`config.mk`:
```
export PLATFORM = sky130hd
export DESIGN_NAME = dma_chan_regs
export DESIGN_NICKNAME = d
export VERILOG_FILES = /design/src/rtl/dma_chan_regs.sv
export SDC_FILE = /design/constraint.sdc
export NUM_CORES = 1
export LEC_CHECK = 0
export BUFFER_PORTS_ARGS = -buffer_cell sky130_fd_sc_hd__buf_2
export CORE_ASPECT_RATIO = 1.4
export CORE_MARGIN = 4
export CORE_UTILIZATION = 40
export DETAILED_ROUTE_END_ITERATION = 7
export PLACE_DENSITY_LB_ADDON = 0.12
export SKIP_CTS_REPAIR_TIMING = 1
export SYNTH_ARGS = -nofsm -noshare
export SYNTH_HDL_FRONTEND = slang
export SYNTH_SLANG_ARGS = --single-unit
```
`constraint.sdc`:
```
create_clock -name clk -period 2.01 [get_ports clk]
set_input_delay 0.201 -clock clk [delete_from_list [all_inputs] [get_ports clk]]
set_output_delay 0.201 -clock clk [all_outputs]
set_load 0.02 [all_outputs]
```
`src/rtl/dma_chan_regs.sv`:
```
module dma_chan_regs #(
  parameter int NCH   = 4,
  parameter int LEN_W = 16,
  parameter int AW    = 12,
  parameter int DW    = 32
) (
  input  logic           clk,
  input  logic           rst_n,
  input  logic           reg_wr,
  input  logic           reg_rd,
  input  logic [AW-1:0]  reg_addr,
  input  logic [DW-1:0]  reg_wdata,
  output logic [DW-1:0]  reg_rdata,
  output logic           reg_rvalid,
  input  logic [NCH-1:0] done_pulse,
  input  logic [NCH-1:0] beat_pulse,
  output logic [NCH-1:0] irq,
  output logic [NCH-1:0] run_en
);
  localparam int CW = AW - 8;
  localparam logic [7:0] OFS_COUNT = 8'h00;
  localparam logic [7:0] OFS_START = 8'h18;
  localparam logic [7:0] OFS_STAT  = 8'h1C;
  localparam logic [7:0] OFS_ACK   = 8'h20;
  localparam logic [7:0] OFS_REM   = 8'h24;

  wire [CW-1:0] win = reg_addr[AW-1:8];
  wire [7:0]    ofs = reg_addr[7:0];

  logic [NCH-1:0][LEN_W-1:0] cnt_v, rem_v;
  logic [NCH-1:0]            start_v, run_v, pend_v;

  for (genvar c = 0; c < NCH; c++) begin : g_ch
    logic [LEN_W-1:0] cnt_q, rem_q;
    logic             start_q, run_q, pend_q;
    wire wsel   = reg_wr && (win == CW'(c));
    wire ack_wr = wsel && (ofs == OFS_ACK) && reg_wdata[0];

    always_ff @(posedge clk) begin
      if (!rst_n) begin
        cnt_q   <= '0;
        rem_q   <= '0;
        start_q <= 1'b0;
        run_q   <= 1'b0;
        pend_q  <= 1'b0;
      end else begin
        if (wsel && ofs == OFS_COUNT) cnt_q <= reg_wdata[LEN_W-1:0];
        if (run_q && beat_pulse[c] && rem_q != '0) rem_q <= rem_q - 1'b1;
        if (wsel && ofs == OFS_START) begin
          start_q <= reg_wdata[0];
          if (reg_wdata[0] && !start_q) begin
            run_q <= 1'b1;
            rem_q <= cnt_q;
          end else if (!reg_wdata[0]) begin
            run_q <= 1'b0;
          end
        end
        if (run_q && done_pulse[c]) begin
          run_q  <= 1'b0;
          pend_q <= 1'b1;
        end else if (ack_wr) begin
          pend_q <= 1'b0;
        end
      end
    end

    assign cnt_v[c]   = cnt_q;
    assign rem_v[c]   = rem_q;
    assign start_v[c] = start_q;
    assign run_v[c]   = run_q;
    assign pend_v[c]  = pend_q;
  end

  assign irq    = pend_v;
  assign run_en = run_v;

  logic [DW-1:0] rd_mux;
  always_comb begin
    rd_mux = '0;
    if (win == CW'(NCH) && ofs == OFS_COUNT) rd_mux[NCH-1:0] = pend_v;
    for (int i = 0; i < NCH; i++) begin
      if (win == CW'(i)) begin
        case (ofs)
          OFS_COUNT: rd_mux[LEN_W-1:0] = cnt_v[i];
          OFS_START: rd_mux[0] = start_v[i];
          OFS_STAT:  rd_mux[0] = pend_v[i];
          OFS_REM:   rd_mux[LEN_W-1:0] = rem_v[i];
          default:   rd_mux = '0;
        endcase
      end
    end
  end

  always_ff @(posedge clk) begin
    if (!rst_n) begin
      reg_rdata  <= '0;
      reg_rvalid <= 1'b0;
    end else begin
      reg_rvalid <= reg_rd;
      if (reg_rd) reg_rdata <= rd_mux;
    end
  end
endmodule

```
==> reports/results.ini, run 1 <==
[synth]
ys_seq_elements=157
synthTopCellsByCount=157 x dfxtp_1, 122 x nor2_1, 94 x mux2i_1
postSynthAreaPerCell_um2=8.540
netlist.area_leader.share=0.3721
synth_edf_count=0
yosysWarnings=0
synthTopCellsByArea=dfxtp_1 37%, mux2i_1 11%, nor2_1 5.4%
async_flop_share=0
ys_seq_area_frac=0.3721
yosysTopAreaCell=dfxtp_1
ys_types=67
synth_flop_cell=dfxtp_1
yosys.cell_count.top_type=dfxtp_1
syn_inst=989
syn_area_um2=8446

[min_path]
holdCritPathClass=in2reg

[route]
drc_errors=0
ant_nets=0
vias_per_cell=5.654
vias=7757
wl_per_cell_um=19.64
met2_length_mm=13.98
top_layer=met4
wl_mm=26.94
wl_met3_um=761
first_pass_iters=5
drt-met1-wl_mm=11.54
drtIter0Drc=514

[power_and_ir_drop]
internal_power_mw=4.974
power_leakage_nw=4.273
swShare=0.2569
comb_power_share=0.054
peakVddDrop_v=0.0004214
power.density_nw_per_um2=647.7
seqPwrFrac=0.466
switching_power_mw=1.719
clockPowerShare=0.481

[floorplanning]
pin_count=97
start_util=0.4093
fp.dieArea_um2=23540
die_h_um=179.9
placementRows=62
core_area_um2=20630
dieWidth_um=130.8

[global_routing]
grt_max_degree=81
antenna_found_initial=0
overflow=0
grt_use_total=0.2307
grt_pass1_vias=7690
grt_first_pass_wirelength_mm=42.61

[sta]
fin_skew_ns=0.01146
timing.final.max_slew_violations=0
hold_violations=0
timing.final.crit_period_ns=1.984
worstMarginPinSlew_ns=0.4826
fmax_ghz=0.5042
period_share=0.9868
setup_viol=0
finalSetupTns_ns=0
rsz0062_at_grt=true
hold_slack_ns=0.04837
relSlewSlack=0.6699

[clock_network]
clock_latency_ns=0.44
clk_path_buf_depth=2
htreeDepth=4
cts_tree=done
path_clk_slew_ns=0.07
numCtsBuffers=17
cts_sinks=157
cts-root-buf=clkbuf_16

[worst_setup_path]
critPathLaunchType=flip-flop
endpoint_kind=flip-flop
cp.arrival_ns=2.32
crit_fanout=5
cp.required_ns=2.35
critPathKind=reg2reg

[flow_run]
cap_violations=0

[final_layout]
drive_gt1_frac=0.2285
antenna_cells=0
syn_to_final_growth_pct=22.36
fin_nets=1167

[placed_design]
portBuffers=64
gp_congestion=0.9195
dp_hpwl_mm=20.34

[run_status]
status=finished, final reports clean

-- layout make-up --
class | count | area [um2]
Tap cell | 256 | 320.3
Clock inverter | 15 | 155.1
Timing Repair Buffer | 174 | 1232
Clock buffer | 17 | 425.4
Inverter | 11 | 42.54
Multi-Input combinational cell | 742 | 5011
Fill cell | 2040 | 10300
Sequential cell | 157 | 3147
-- cells in the final DEF (no fill, tap or decap), types with 16 or more instances in the layout --
cell	Yosys	routed
conb_1	1	16
dfxtp_1	157	154
buf_4	24	101
clkbuf_16	0	17
nand3_1	27	27
nor2_1	122	120
buf_2	9	64
a211oi_1	38	36
o22ai_1	19	19
mux2i_1	94	94
a22oi_1	24	24
nand2_1	45	45
o21ai_0	52	52
nor3_1	32	31
a21oi_1	59	58
xnor2_1	39	39
-- registers in the layout (all words and copies together) (netlist names) --
register and cells:
reg_rdata 16, g_ch.pend_q 4, g_ch.cnt_q 64, reg_rvalid 1
g_ch.run_q 4, g_ch.start_q 4, g_ch.rem_q 64
-- final timing paths --
check                                            startpoint                          end  slack, ns  cells past startpoint
worst max-delay path            g_ch[0].rem_q[0]$_SDFF_PN0_  g_ch[0].rem_q[2]$_SDFF_PN0_       0.03                      8
worst min-delay path                          done_pulse[1]  g_ch[1].pend_q$_SDFFE_PN0P_       0.05                      3
worst max register to register  g_ch[0].rem_q[0]$_SDFF_PN0_  g_ch[0].rem_q[2]$_SDFF_PN0_       0.03                      8
worst min register to register    reg_rdata[7]$_SDFFE_PN0P_    reg_rdata[7]$_SDFFE_PN0P_       0.45                      2
-- metal layers --
metal,global-route usage,vias up
met5,0,-
met4,0.07205,0
met3,0.03029,42
met2,0.3973,148
met1,0.2955,3736
li1,-,3831
-- per-stage QoR --
stage	instances	util	worst slack (ns)	cell area, um2	power [mW]
4_1_cts	1367	0.4918	-0.09654	10150	6.764
6_report	1372	0.5008	0.02649	10330	6.693
3_3_place_gp	1335	0.4636	-0.06996	9567	3.543
5_1_grt	1372	0.5008	-0.07227	10330	6.915
3_5_place_dp	1335	0.4636	-0.07968	9567	3.543
2_1_floorplan	1004	-	-0.01303	8516	3.401
-- kinds of logic (layout without fill, tap and decap cells) --
group,after synthesis,in the layout,synth area share
buffers and inverters,105,217,0.05955
AO/OA/AOI/OAI,252,252,0.1936
adder cells (fa/ha/maj),8,8,0.01185
other,1,16,0.0004440
AND/OR/NAND/NOR,319,319,0.1954
XOR/XNOR,51,51,0.05289
flip-flops,157,157,0.3721
multiplexers,96,96,0.1141
-- power by group through the flow --
| stage | clock network (mW) | registers, mW | logic [mW] |
|---|---|---|---|
| detailed placement | 0 | 3.19 | 0.354 |
| floorplan | 0 | 3.19 | 0.207 |
| finish | 3.22 | 3.12 | 0.358 |
| global route | 3.41 | 3.12 | 0.387 |
| global placement | 0 | 3.19 | 0.354 |
| CTS | 3.29 | 3.12 | 0.355 |
-- worst max-delay path, cell delays in order (launching register included) --
cell      delay (ns)
dfxtp_2         0.33
inv_2           0.05
ha_1            0.14
or4b_4          0.47
nor3_4          0.27
buf_6           0.16
a21boi_2        0.09
and4_1          0.22
nor4_1          0.16
Note: power is estimated with default switching activity, not from simulation.
==> run 2, diff against run 1 <==
==> constraint.sdc (replaced) <==
create_clock -name clk -period 2.01 [get_ports clk]
set_input_delay 0.3015 -clock clk [delete_from_list [all_inputs] [get_ports clk]]
set_output_delay 0.3015 -clock clk [all_outputs]
set_load 0.02 [all_outputs]
==> run 2 against run 1 <==
- sequential share of layout area decreased by 0.74 points
- highest routed layer unchanged
- utilization rose by 1.2 points
- power increased by 3.4%
- final cell count up 0.80%
- non-clock buffer count increased by 11
- maximum frequency is 0.99% higher
- register-to-register slack gained 0.02 ns
- routed wire length rose by 0.36%
==> reports/results.ini, run 2 (synthesis results as in run 1) <==
[power_and_ir_drop]
power_leakage_nw=4.385
seqPwrFrac=0.451
comb_power_share=0.055
internal_power_mw=5.226
fin_total_pwr_mw=6.921
swShare=0.2449
clockPowerShare=0.494
power.density_nw_per_um2=653.4
switching_power_mw=1.695
peakVddDrop_v=0.0006470

[worst_setup_path]
critPathLaunchType=flip-flop
crit_chain=or4_4 > or3_4 > nor4_1 > xnor2_1 > a21oi_1
crit_fanout=7
reg2reg_depth=5
cp-endpoint=g_ch[0].rem_q[13]$_SDFF_PN0_
endpoint_kind=flip-flop
r2r-end=g_ch[0].rem_q[13]$_SDFF_PN0_
critPathKind=reg2reg
cp.depth=5
r2r_start=g_ch[0].rem_q[4]$_SDFF_PN0_
cp.arrival_ns=2.30
cp.required_ns=2.34
startpoint=g_ch[0].rem_q[4]$_SDFF_PN0_
crit_slowest_cell=or4_4
crit_buf_inv=0
path_delay_family=simple AND/OR/NAND/NOR gates
rrSetupSlack_ns=0.05
slowest_delay_ns=0.53

[global_routing]
grt_pass1_vias=7884
overflow=0
antenna_found_initial=0
grt_use_total=0.2342
grt_max_degree=54
grt_first_pass_wirelength_mm=43.06

[min_path]
whs_path_depth=3
holdCritPathClass=in2reg

[final_layout]
syn_to_final_growth_pct=25.41
fin_cells=1383
final_cell_mix=154 x dfxtp_1, 120 x nor2_1, 102 x buf_4
fillerInstances=2042
antenna_cells=0
fin_nets=1178
fin_util=0.5133
layout_commonest_cell=dfxtp_1
reg_top3=g_ch.cnt_q (64), g_ch.rem_q (64), reg_rdata (16)
drive_gt1_frac=0.2413

[placed_design]
dp_slack_ns=-0.1839
portBuffers=64
gp_congestion=0.9288
dp_hpwl_mm=20.17
numPlacedInstances=1348

[sta]
worst_slack_ns=0.04603
worstMarginPinSlew_ns=0.5271
fin_skew_ns=0.01180
relSlewSlack=0.6486
rsz0062_at_grt=true
timing.final.crit_period_ns=1.964
hold_violations=0
setup_viol=0
fmax_ghz=0.5092
timing.final.max_slew_violations=0
period_share=0.9771

[floorplanning]
start_util=0.4093
pin_count=97
core_area_um2=20630
placementRows=62
dieWidth_um=130.8
die_h_um=179.9
fp.dieArea_um2=23540

[route]
drtIter0Drc=682
wl_mm=27.04
ant_nets=0
vias_per_cell=5.641
wl_per_cell_um=19.55
drc_errors=0
first_pass_iters=7
vias=7802

[flow_run]
cap_violations=0

[clock_network]
cts_sinks=157
htreeDepth=4
numCtsBuffers=17
cts-root-buf=clkbuf_16
path_clk_slew_ns=0.07
cts_tree=done
clock_latency_ns=0.44
clk_path_buf_depth=2

[run_status]
status=finished, final reports clean

[run 2: cell count changes in the layout (fill, tap and decap cells not counted), moves of 2 or more]
| cell | delta |
|---|---|
| bufinv_16 | +2 |
| clkinv_4 | -4 |
| buf_12 | +10 |
| nor3_1 | -2 |
| a211oi_1 | -4 |
| nor4_4 | -2 |
| nor3_2 | +2 |
| a211oi_2 | +4 |
[run 2: worst min-delay path, stage by stage]
cell and delay, ns:
buf_2 0.09, nand2_1 0.07, a21oi_1 0.06
[run 2: cell type report]
type,instances,area [um2],area share
Multi-Input combinational cell,742,5037,0.4756
Tap cell,256,320.3,0.03024
Clock inverter,14,181.4,0.01713
Timing Repair Buffer,185,1434,0.1354
Inverter,11,42.54,0.004017
Clock buffer,18,429.2,0.04052
Sequential cell,157,3147,0.2971
[run 2: worst min-delay path by stage]
stage | slack [ns] | from | endpoint
after floorplan | 0.45 | reg_wdata[10] | g_ch[0].cnt_q[10]$_SDFFE_PN0P_
after global placement | 0.43 | reg_rdata[11]$_SDFFE_PN0P_ | reg_rdata[11]$_SDFFE_PN0P_
after detailed placement | 0.44 | reg_rdata[11]$_SDFFE_PN0P_ | reg_rdata[11]$_SDFFE_PN0P_
after CTS | 0.12 | done_pulse[3] | g_ch[3].pend_q$_SDFFE_PN0P_
after global routing | 0.13 | done_pulse[3] | g_ch[3].pend_q$_SDFFE_PN0P_
final | 0.14 | done_pulse[0] | g_ch[0].pend_q$_SDFFE_PN0P_
[run 2: through the flow]
step	hold WS (ns)	setup TNS [ns]	cell area, um2
2_1_floorplan	0.4454	-0.05850	8533
3_3_place_gp	0.4336	-0.6332	9807
3_5_place_dp	0.4367	-0.9434	9807
4_1_cts	0.1153	-1.165	10420
5_1_grt	0.1260	-0.3840	10590
6_report	0.1364	0	10590
[run 2: routing by layer]
| layer | vias to the layer above | wire length, um | global-route usage |
|---|---|---|---|
| met5 | - | 0 | 0 |
| met4 | 0 | 491 | 0.06381 |
| met3 | 34 | 762 | 0.03474 |
| met2 | 145 | 14130 | 0.4050 |
| met1 | 3766 | 11660 | 0.3001 |
| li1 | 3857 | - | - |
[run 2: power groups by stage]
| stage | Clock (mW) | Sequential [mW] | Combinational [mW] |
|---|---|---|---|
| after floorplan | 0 | 3.19 | 0.209 |
| after global placement | 0 | 3.19 | 0.379 |
| after detailed placement | 0 | 3.19 | 0.381 |
| after CTS | 3.49 | 3.12 | 0.382 |
| after global routing | 3.61 | 3.12 | 0.415 |
| final | 3.42 | 3.12 | 0.384 |
==> run 3, diff against run 2 <==
--- a/config.mk
+++ b/config.mk
@@ -8,9 +8,10 @@
 export BUFFER_PORTS_ARGS = -buffer_cell sky130_fd_sc_hd__buf_2
 export CORE_ASPECT_RATIO = 1.4
 export CORE_MARGIN = 4
-export CORE_UTILIZATION = 40
+export CORE_UTILIZATION = 53
 export DETAILED_ROUTE_END_ITERATION = 7
 export PLACE_DENSITY_LB_ADDON = 0.12
+export REMOVE_ABC_BUFFERS = 1
 export SKIP_CTS_REPAIR_TIMING = 1
 export SYNTH_ARGS = -nofsm -noshare
 export SYNTH_HDL_FRONTEND = slang
==> run 3 against run 2 <==
- utilization rose by 15 points
- the run now ends with negative setup slack left
- register-to-register slack got worse by 0.07 ns
- sequential share of layout area grew 0.54 points
- sequential power about the same
==> reports/results.ini, run 3 (synthesis results as in run 1) <==
[power_and_ir_drop]
peakVddDrop_v=0.0005348
power_leakage_nw=4.330
power.density_nw_per_um2=642.3

[min_path]
whs_endpoint=g_ch[2].pend_q$_SDFFE_PN0P_
whs_path_depth=3
worstHoldStart=done_pulse[2]
holdCritPathClass=in2reg

[final_layout]
antenna_cells=0
final_cell_mix=154 x dfxtp_1, 120 x nor2_1, 104 x buf_4
reg_top3=g_ch.cnt_q (64), g_ch.rem_q (64), reg_rdata (16)
fin_nets=1173
layout_commonest_cell=dfxtp_1
syn_to_final_growth_pct=23.16
fin_cells=1318
fin_util=0.6664
drive_gt1_frac=0.2389

[route]
ant_nets=0
drtIter0Drc=565
drc_errors=0
vias=8056
wl_mm=26.11
vias_per_cell=6.112
wl_per_cell_um=19.81
first_pass_iters=5

[sta]
hold_violations=0
timing.final.max_slew_violations=0
fmax_ghz=0.4905
timing.final.crit_period_ns=2.039
setup_viol=2
relSlewSlack=0.6446
rsz0062_at_grt=true
fin_skew_ns=0.007217
worst_slack_ns=-0.02873
period_share=1.014
worstMarginPinSlew_ns=0.5331

[clock_network]
cts_sinks=157
cts_tree=done
clock_latency_ns=0.44
htreeDepth=4
clk_path_buf_depth=2
numCtsBuffers=17
cts-root-buf=clkbuf_16
path_clk_slew_ns=0.06

[global_routing]
grt_max_degree=46
grt_first_pass_wirelength_mm=41.03
antenna_found_initial=0
overflow=0
grt_use_total=0.2906
grt_pass1_vias=7841

[floorplanning]
die_h_um=157.4
dieWidth_um=114.7
placementRows=54
pin_count=97
start_util=0.5411
fp.dieArea_um2=18050
core_area_um2=15610

[worst_setup_path]
cp.arrival_ns=2.39
critPathLaunchType=flip-flop
reg2reg_depth=5
rrSetupSlack_ns=-0.03
critPathKind=reg2reg
crit_fanout=7
endpoint_kind=flip-flop
r2r_start=g_ch[0].rem_q[4]$_SDFF_PN0_
cp.required_ns=2.36
r2r-end=g_ch[0].rem_q[11]$_SDFF_PN0_

[placed_design]
numPlacedInstances=1280
dp_hpwl_mm=18.88
portBuffers=64
gp_congestion=0.9015

[flow_run]
cap_violations=0

[run_status]
violations=negative setup slack
status=finished, violations left

run 3: changes by cell type in the layout (fill, tap and decap cells not counted), moves of 2 or more:
cell / before / now
inv_6: 4 / 1
nor4_4: 2 / 4
nor4_2: 6 / 4
clkinv_2: 3 / 5
clkbuf_8: 0 / 5
inv_8: 2 / 0
buf_4: 102 / 104
a2111oi_2: 3 / 5
buf_12: 16 / 10
bufinv_16: 3 / 1
run 3: cell type report:
| type | count | area (um2) |
|---|---|---|
| Clock buffer | 23 | 498.0 |
| Timing Repair Buffer | 180 | 1324 |
| Tap cell | 196 | 245.2 |
| Clock inverter | 9 | 83.83 |
| Multi-Input combinational cell | 742 | 5061 |
| Fill cell | 1358 | 5206 |
| Inverter | 11 | 42.54 |
| Sequential cell | 157 | 3147 |
run 3: power by group:
group          leakage, nW  switching, mW  internal [mW]
clock                0.289           1.33           1.87
sequential            1.27        0.00299           3.12
combinational         2.77          0.254          0.110
run 3: how the worst max path moves through the flow:
stage | start | to | slack [ns] | depth (start not counted)
CTS | g_ch[0].rem_q[4]$_SDFF_PN0_ | g_ch[0].rem_q[11]$_SDFF_PN0_ | -0.11 | 5
finish | g_ch[0].rem_q[4]$_SDFF_PN0_ | g_ch[0].rem_q[11]$_SDFF_PN0_ | -0.03 | 5
global placement | g_ch[0].rem_q[4]$_SDFF_PN0_ | g_ch[0].rem_q[12]$_SDFF_PN0_ | -0.05 | 5
global route | g_ch[0].rem_q[0]$_SDFF_PN0_ | g_ch[0].rem_q[7]$_SDFF_PN0_ | -0.1 | 8
detailed placement | g_ch[0].rem_q[4]$_SDFF_PN0_ | g_ch[0].rem_q[11]$_SDFF_PN0_ | -0.09 | 5
floorplan | reg_addr[2] | g_ch[1].cnt_q[0]$_SDFFE_PN0P_ | -1.17 | 5
run 3: critical path: stages (launching register included):
cell and delay (ns):
dfxtp_2 0.32, or4_4 0.54, or3_4 0.44, nor4_4 0.30, xnor2_1 0.13, a211oi_2 0.23
run 3: per-layer routing:
layer	wire length, um	global-route usage	up-vias
met4	783	0.1251	0
met5	0	0	-
met1	10390	0.3545	3878
met2	13450	0.5015	278
li1	-	-	3841
met3	1487	0.04846	59
run 3: per-stage QoR:
step           setup TNS, ns  hold slack [ns]  cell area, um2  setup WS, ns  total power [mW]
6_report            -0.03094           0.1402           10400      -0.02873             6.680
2_1_floorplan        -109.50           0.4017            8040        -1.173             3.328
3_3_place_gp         -0.2736           0.4399            9560      -0.04920             3.542
4_1_cts              -0.8789           0.1301           10140       -0.1082             6.688
3_5_place_dp         -0.5525           0.4394            9560      -0.08682             3.543
5_1_grt              -0.5205           0.1552           10400      -0.09633             6.856
